### src/rtl/mdio_pkg.sv
package mdio_pkg;
  localparam int FRAME_BITS = 64;
  localparam int PRE_BITS   = 32;
  localparam int RD_DRIVEN  = 46;
  localparam int DATA_FIRST = 48;
  localparam int CNT_W      = $clog2(FRAME_BITS + 1);

  typedef enum logic {OP_RD = 1'b0, OP_WR = 1'b1} mdio_op_e;

  function automatic logic [FRAME_BITS-1:0] build_frame(
    input mdio_op_e op, input logic [4:0] phy, input logic [4:0] rg,
    input logic [15:0] dat);
    logic [1:0] code;
    logic [1:0] ta;
    code = (op == OP_WR) ? 2'b01 : 2'b10;
    ta   = (op == OP_WR) ? 2'b10 : 2'b00;
    return {{PRE_BITS{1'b1}}, 2'b01, code, phy, rg, ta, dat};
  endfunction
endpackage

### src/rtl/mdio_clkgen.sv
module mdio_clkgen #(
  parameter int HALF_DIV = 2
) (
  input  logic clk,
  input  logic rst,
  input  logic run,
  output logic mdc,
  output logic rise,
  output logic fall
);
  localparam int CW = (HALF_DIV > 1) ? $clog2(HALF_DIV) : 1;
  localparam logic [CW-1:0] LAST = CW'(HALF_DIV - 1);

  logic [CW-1:0] cnt;
  logic          wrap;

  assign wrap = run && (cnt == LAST);
  assign rise = wrap && !mdc;
  assign fall = wrap && mdc;

  always_ff @(posedge clk) begin
    if (rst || !run) begin
      cnt <= '0;
      mdc <= 1'b0;
    end else if (wrap) begin
      cnt <= '0;
      mdc <= ~mdc;
    end else begin
      cnt <= cnt + 1'b1;
    end
  end

  p_stop_low_r8: assert property (@(posedge clk) disable iff (rst)
    !run |=> !mdc);
endmodule

### src/rtl/mdio_shifter.sv
module mdio_shifter
  import mdio_pkg::*;
(
  input  logic                  clk,
  input  logic                  rst,
  input  logic                  start,
  input  logic                  is_read,
  input  logic [FRAME_BITS-1:0] frame,
  input  logic                  rise,
  input  logic                  fall,
  input  logic                  mdio_i,
  output logic                  mdio_o,
  output logic                  mdio_oe,
  output logic                  active,
  output logic                  done,
  output logic [15:0]           rdata
);
  logic [FRAME_BITS-1:0] sh;
  logic [CNT_W-1:0]      nbit;
  logic                  rd_q;

  assign done = active && fall && (nbit == CNT_W'(FRAME_BITS));

  always_ff @(posedge clk) begin
    if (rst) begin
      sh      <= '0;
      nbit    <= '0;
      rd_q    <= 1'b0;
      active  <= 1'b0;
      mdio_o  <= 1'b1;
      mdio_oe <= 1'b0;
      rdata   <= '0;
    end else if (start && !active) begin
      sh      <= frame;
      nbit    <= '0;
      rd_q    <= is_read;
      active  <= 1'b1;
      mdio_o  <= frame[FRAME_BITS-1];
      mdio_oe <= 1'b1;
    end else if (active) begin
      if (rise) begin
        if (rd_q && nbit >= CNT_W'(DATA_FIRST))
          rdata <= {rdata[14:0], mdio_i};
        nbit <= nbit + 1'b1;
      end else if (done) begin
        active  <= 1'b0;
        mdio_o  <= 1'b1;
        mdio_oe <= 1'b0;
      end else if (fall) begin
        sh      <= sh << 1;
        mdio_o  <= sh[FRAME_BITS-2];
        mdio_oe <= !(rd_q && nbit >= CNT_W'(RD_DRIVEN));
      end
    end
  end

  p_bitcnt_r5: assert property (@(posedge clk) disable iff (rst)
    nbit <= CNT_W'(FRAME_BITS));
endmodule

### src/rtl/mdio_access_ctrl.sv
module mdio_access_ctrl
  import mdio_pkg::*;
#(
  parameter int HALF_DIV = 2
) (
  input  logic        clk,
  input  logic        rst,
  input  logic        wr_en,
  input  logic [31:0] wr_data,
  output logic [31:0] rd_data,
  output logic        mdc,
  output logic        mdio_o,
  output logic        mdio_oe,
  input  logic        mdio_i
);
  logic        busy_q;
  mdio_op_e    op_q;
  logic [4:0]  phy_q, reg_q;
  logic [15:0] dat_q;
  logic        start, run, rise, fall, done;
  logic [15:0] rword;
  logic [FRAME_BITS-1:0] frame;

  assign start = wr_en && wr_data[31] && !busy_q;
  assign frame = build_frame(mdio_op_e'(wr_data[30]), wr_data[25:21],
                             wr_data[20:16], wr_data[15:0]);

  always_ff @(posedge clk) begin
    if (rst) begin
      busy_q <= 1'b0;
      op_q   <= OP_RD;
      phy_q  <= '0;
      reg_q  <= '0;
      dat_q  <= '0;
    end else if (start) begin
      busy_q <= 1'b1;
      op_q   <= mdio_op_e'(wr_data[30]);
      phy_q  <= wr_data[25:21];
      reg_q  <= wr_data[20:16];
      dat_q  <= wr_data[15:0];
    end else if (done) begin
      busy_q <= 1'b0;
      if (op_q == OP_RD) dat_q <= rword;
    end
  end

  assign rd_data = {busy_q, op_q, 4'b0000, phy_q, reg_q, dat_q};

  mdio_clkgen #(.HALF_DIV(HALF_DIV)) u_clk (
    .clk(clk), .rst(rst), .run(run), .mdc(mdc), .rise(rise), .fall(fall));

  mdio_shifter u_shift (
    .clk(clk), .rst(rst), .start(start), .is_read(wr_data[30] == 1'b0),
    .frame(frame), .rise(rise), .fall(fall), .mdio_i(mdio_i),
    .mdio_o(mdio_o), .mdio_oe(mdio_oe), .active(run), .done(done),
    .rdata(rword));

  p_start_r2: assert property (@(posedge clk) disable iff (rst)
    $rose(busy_q) |-> $past(wr_en && wr_data[31]));
  p_busy_ignore_r4: assert property (@(posedge clk) disable iff (rst)
    (busy_q && wr_en) |=> ($stable(phy_q) && $stable(reg_q) && $stable(op_q)));
  p_idle_mdc_r8: assert property (@(posedge clk) disable iff (rst)
    !busy_q |-> !mdc);
  p_mdio_fall_r8: assert property (@(posedge clk) disable iff (rst)
    !$stable(mdio_o) |-> $fell(mdc));
  p_release_r6: assert property (@(posedge clk) disable iff (rst)
    $fell(mdio_oe) |-> $fell(mdc));
endmodule

### config.mk
export PLATFORM = sky130hd
export DESIGN_NAME = mdio_access_ctrl
export DESIGN_NICKNAME = d
export VERILOG_FILES = /design/src/rtl/mdio_pkg.sv /design/src/rtl/mdio_clkgen.sv /design/src/rtl/mdio_shifter.sv /design/src/rtl/mdio_access_ctrl.sv
export SDC_FILE = /design/constraint.sdc
export NUM_CORES = 1
export LEC_CHECK = 0
export CORE_ASPECT_RATIO = 2
export CORE_UTILIZATION = 60
export CTS_BUF_LIST = sky130_fd_sc_hd__clkbuf_16
export DETAILED_ROUTE_END_ITERATION = 12
export GPL_ROUTABILITY_DRIVEN = 0
export GPL_TIMING_DRIVEN = 0
export PLACE_DENSITY = 0.91
export SETUP_SLACK_MARGIN = 0.05
export SYNTH_ARGS = -nofsm -noshare
export SYNTH_HDL_FRONTEND = slang
export SYNTH_HIERARCHICAL = 1
export SYNTH_SLANG_ARGS = --single-unit
### constraint.sdc
create_clock -name clk -period 2.9 [get_ports clk]
set_input_delay 0.58 -clock clk [delete_from_list [all_inputs] [get_ports clk]]
set_output_delay 0.58 -clock clk [all_outputs]
set_load 0.03 [all_outputs]
# Word level (Yosys, flattened, before mapping)
# Cells that the tools add are included.
# Widths: inputs -> output; s select.
totals:
  reg_bits: 120
  latch_bits: 0
  mem_bits_rw: 0
  mem_bits_ro: 0
  input_bits: 36
  out_inout_bits: 35
  wordCells: 80
  n_memories: 0
classes:
  add_sub_neg: 2
  n_mul: 0
  div_mod_pow: 0
  n_lt_le_gt_ge: 2
  n_eq_ne: 4
  n_shift: 0
  n_mux: 23
  bitwise_logic: 5
  reduce_logical: 29
op_table:
  columns: ["operator", "count"]
  rows:
  - ["$mux 63", 5]
  - ["$mux 16", 3]
  - ["$ge 7x6->1 const B", 2]
  - ["$mux 1", 13]
  - ["$reduce_and 4->1", 3]
  - ["$logic_and 1x1->1", 10]
  - ["$reduce_bool 2->1", 4]
  - ["$add 7x1->7 const B", 1]
  - ["$eq 7x7->1 const B", 1]
  - ["$ne 2x1->1 const B", 3]
  - ["$reduce_and 3->1", 2]
  - ["$not 1->1", 5]
  - ["$logic_not 1->1", 4]
  - ["$mux 2", 2]
  - ["$reduce_and 2->1", 2]
  - ["$reduce_or 2->1", 2]
  - ["$reduce_bool 3->1", 1]
  - ["$add 1x1->1 const B", 1]
  - ["$logic_or 1x1->1", 1]

# Longest topological paths before layout
depth:
  ltp_word: 8
  depth_mapped: 9
  depth_no_buf: 7

# By module
# The synthesis kept the hierarchy.
modules_own_cells:
  columns: ["mod", "n_inst", "cells_per_inst", "area_each_um2", "seq_area_each_um2"]
  rows:
  - ["mdio_shifter", 1, 465, 4199.0, 1801.7]
  - ["mdio_access_ctrl", 1, 152, 1302.5, 560.5]
  - ["mdio_clkgen", 1, 9, 77.6, 40.0]

# Worst setup path before layout
# Ideal clock, no wire load.
synth_timing:
  path_type: "input port to flip-flop"
  start: "input port wr_en"
  end: "register u_shift.sh[26]"
  arrival_time_ns: 1.960
  path_slack_ns: 0.852
  stages: 9
  cell_sequence: "nand3b_4 clkinv_2 buf_2 nand2b_1 buf_2 buf_2 clkbuf_1 nand2_1 a311oi_2"
synth_via:
  elab_chain_cells: 5
synth_rtl:
  columns: ["element", "line", "text"]
  rows:
  - ["from (decl)", "mdio_access_ctrl.sv:8", "input logic wr_en,"]
  - ["$logic_and 1x1->1 * (2 in a row)", "mdio_access_ctrl.sv:24", "assign start = wr_en && wr_data[31] && !busy_q;"]
  - ["via start", "mdio_access_ctrl.sv:20", "logic start, run, rise, fall, done;"]
  - ["$logic_and 1x1->1 *", "mdio_shifter.sv:33", "end else if (start && !active) begin"]
  - ["$ne 2x1->1 (no line) / $reduce_bool 2->1 (equally long branches)", null, null]
  - ["$reduce_and 4->1 (no line)", null, null]
  - ["to (signal assigned)", "mdio_shifter.sv:34", "sh <= frame;"]
  - ["to (signal assigned)", "mdio_shifter.sv:50", "sh <= sh << 1;"]
  - ["to (decl)", "mdio_shifter.sv:18", "logic [FRAME_BITS-1:0] sh;"]
# Mark *: on every way through the listed nets, which the timed path passes. The rest lies on a longest branch.
# A chain may end at the register's enable or synchronous reset.

# Worst setup path in the final report
layout_timing:
  start: "input port wr_en"
  end: "register u_shift.sh[21]"
# Same word-level chain as after synthesis.

==> flow_summary.yaml <==
setup_path:
  cp_common_cell: "sky130_fd_sc_hd__buf_2"
  path_cells: "clkdlybuf4s50_1 -> nand3b_4 -> clkinv_2 -> buf_2 -> nand2b_1 -> buf_2 -> a2bb2oi_4 -> clkbuf_1 -> nor2_1 -> a311oi_2"
  worst_setup_path_end_kind: "flip-flop"
  cp_slowest_cell: "sky130_fd_sc_hd__clkdlybuf4s50_1"
  crit_path_max_fanout: 11
  max_stage_delay_ps: 510
  criticalPathCategory: "input port to flip-flop"
  critPathLaunchType: "input port"
  critPathArrivalTime_ps: 3060
  required_ps: 3220
clocking:
  worstSkewPairLatency_ps: 420
  cts.clk_slew.worst_paths_ps: 60
  cts_tree: "done"
  cts_buffer_depth: 2
  tritoncts.num_buffers: 17
  cts_setup_buffers: 0
  tritoncts_num_sinks: 120
  clock_tree.htree_level_count: 4
  clock_tree.root_cell: "sky130_fd_sc_hd__clkbuf_16"
logic_synthesis:
  yosys.area_share.simple_pct: 21.5
  ys_seq_area_share_pct: 43.1
  post_synth_instance_area_sq_mm: 0.00558
  synth_enable_flop_cells: 0
  muxShareOfSynthArea_pct: 2.87
  synth.yosys.warnings: 6
  netlist.area_leader.share_pct: 43.1
  compound_gate_fraction_of_synth_area_pct: 24.3
  post-synth-top-area-cell: "sky130_fd_sc_hd__dfxtp_1"
  syn_area_per_cell_sq_um: 8.91
  synthCells: 626
  synthesis_stage_register_bit_count: 120
  main_combinational_cell_family_by_area_after_synthesis: "compound AO/OA/AOI/OAI gates"
  post_synth_main_area_contributors: "sky130_fd_sc_hd__dfxtp_1, sky130_fd_sc_hd__a311oi_2, sky130_fd_sc_hd__nand2_1"
  post_synth_xor_area_fraction_pct: 1.10
  synthDistinctLibCells: 39
  async_flop_share_pct: 0
  synth_adder_area_share_pct: 0.449
  ys_dominant_reg_cell: "sky130_fd_sc_hd__dfxtp_1"
route:
  antenna_left: 0
  route.vias.total: 5008
  routed_wirelength_microns: 15300
  route.detailed.wl_per_inst_microns: 17.8
  route.detailed.vias_per_inst: 5.83
  drtPass1Iterations: 6
  drt_first_iter_violations: 314
  drcViolationCount: 0
global_route:
  grt_pass1_vias: 5191
  global_route_wire_length_before_repair_microns: 25100
  grt_start_max_net_pins: 17
  grt_util_all_layers_pct: 32.9
  antenna_found_initial: 0
  overflow: 0
sta:
  period_needed_ps: 2740
  grt_setup_unrepaired: "false"
  fin_skew_ps: 6.83
  timing.final.crit_share_pct: 94.6
  maxClockFrequency_mhz: 365
  accumulated_negative_setup_slack_ps: 0
  finalSetupViolations: 0
  max_slew.worst_pin.slew_ps: 748
  final-max-slew-violation-count: 0
  count_of_endpoints_failing_hold_in_the_final_timing_report: 0
  holdWs_ps: 460
  slew_headroom_pct: 49.9
power:
  total_leakage_power_nw: 2.43
  vdd_drop_max_uv: 497
  p_per_area_mw_per_mm2: 646
final_layout:
  layout.cells.most_common_list: "sky130_fd_sc_hd__nand2_1, sky130_fd_sc_hd__dfxtp_1, sky130_fd_sc_hd__nor2_1"
  nFillCells: 551
  area_growth_syn_to_layout_pct: 26.7
  finalNetCount: 782
  instances_no_fill: 859
  post_route_cells_drive_above_1_share_pct: 19.6
  final_common_cell: "sky130_fd_sc_hd__nand2_1"
  diodes: 0
placed_design:
  portBuffers: 62
  hpwlAfterDp_microns: 10600
  dp.cells: 827
floorplan:
  area_enclosed_by_the_die_boundary_sq_mm: 0.00971
  core_area_sq_mm: 0.00901
  design.portCount: 71
  chipHeight_microns: 138
  initial_utilization_pct: 61.9
  num_rows: 49
  die_w_microns: 70.2
job:
  max_cap_viol_count: 0
worst_hold_path:
  min_path_type: "flip-flop to flip-flop"
status:
  status: "finished clean"
## final cells by class
class,count,area (sq um),area share (%)
buffer,57,345,4.88
multi-input combinational,481,2950,41.7
clock inverter,15,178,2.51
tap,102,128,1.80
sequential,120,2400,34.0
timing repair buffer,62,621,8.78
clock buffer,17,425,6.02
inverter,5,20.0,0.283
## critical path, delay by kind of cell
| kind | cells | cell delay (ps) |
|---|---|---|
| buffers and inverters | 5 | 1560 |
| AO/OA/AOI/OAI | 2 | 600 |
| AND/OR/NAND/NOR | 3 | 310 |
## flip-flops by register name, summed over array words and instances, names as in the netlist, 5 cells and up
register	cells
dat_q	16
u_shift/sh	63
phy_q	5
u_shift/rdata	16
reg_q	5
u_shift/nbit	7
## cells by family (layout without fill, tap and decap cells)
group / count (synthesis) / count (layout)
AND/OR/NAND/NOR: 298 / 298
AO/OA/AOI/OAI: 119 / 119
multiplexers: 16 / 16
XOR/XNOR: 7 / 7
buffers and inverters: 62 / 156
adder cells (fa/ha/maj): 2 / 2
other: 2 / 39
flip-flops: 120 / 120
## power breakdown
part           total (mW)  switching (mW)  internal [mW]  leakage, nW
logic               0.632           0.384          0.248         1.17
registers            1.80          0.0567           1.74        0.981
clock network        2.14           0.787           1.35        0.282
total                4.57            1.23           3.34         2.43
## layer usage
layer  share of wire [%]  global-route usage, %  routed length [microns]
met1                  36                   33.6                     5440
met2                  56                   60.5                     8580
met3                 4.2                   7.14                      641
met4                 4.2                   17.7                      648
met5                   0                      0                        0
## cell usage after synthesis, types with 2 or more instances
cell type / number
sky130_fd_sc_hd__nand4_1: 4
sky130_fd_sc_hd__a211oi_1: 6
sky130_fd_sc_hd__xor2_1: 5
sky130_fd_sc_hd__o31ai_1: 2
sky130_fd_sc_hd__a21oi_2: 10
sky130_fd_sc_hd__a311oi_1: 2
sky130_fd_sc_hd__xnor2_1: 2
sky130_fd_sc_hd__mux2i_1: 16
sky130_fd_sc_hd__dfxtp_1: 120
sky130_fd_sc_hd__buf_4: 11
sky130_fd_sc_hd__conb_1: 2
sky130_fd_sc_hd__a211oi_2: 10
sky130_fd_sc_hd__buf_6: 9
sky130_fd_sc_hd__clkbuf_1: 27
sky130_fd_sc_hd__nand2_1: 169
sky130_fd_sc_hd__a21oi_1: 26
sky130_fd_sc_hd__nor2_1: 105
sky130_fd_sc_hd__nor2b_1: 2
sky130_fd_sc_hd__ha_1: 2
sky130_fd_sc_hd__inv_1: 4
sky130_fd_sc_hd__o21ai_0: 2
sky130_fd_sc_hd__nand2b_1: 6
sky130_fd_sc_hd__nand3_1: 3
sky130_fd_sc_hd__a311oi_2: 60
sky130_fd_sc_hd__buf_2: 7
## worst paths after layout
path                            slack [ps]  cells after the start          from           endpoint
worst min-delay path                   460                      2  u_shift/rd_q       u_shift/rd_q
worst min register to register         460                      2  u_shift/rd_q       u_shift/rd_q
worst max-delay path                   160                     10         wr_en     u_shift/sh[21]
worst max register to register         430                      7     u_clk/cnt  u_shift/rdata[12]
## timing repair
action	4_1_cts	5_1_grt
resized for setup	0	2
hold buffers	0	0
endpoints found under the setup margin	0	2
## metrics by stage
stage	cell area (sq um)	total power [mW]	setup WS, ps	utilization (%)
floorplan	5720	2.25	852	-
global placement	6470	2.42	-110	71.7
detailed placement	6470	2.45	-170	71.7
CTS	7070	4.57	214	78.4
global route	7070	4.71	70.6	78.5
finish	7070	4.57	157	78.5
Note: power is estimated with default switching activity, not from simulation.
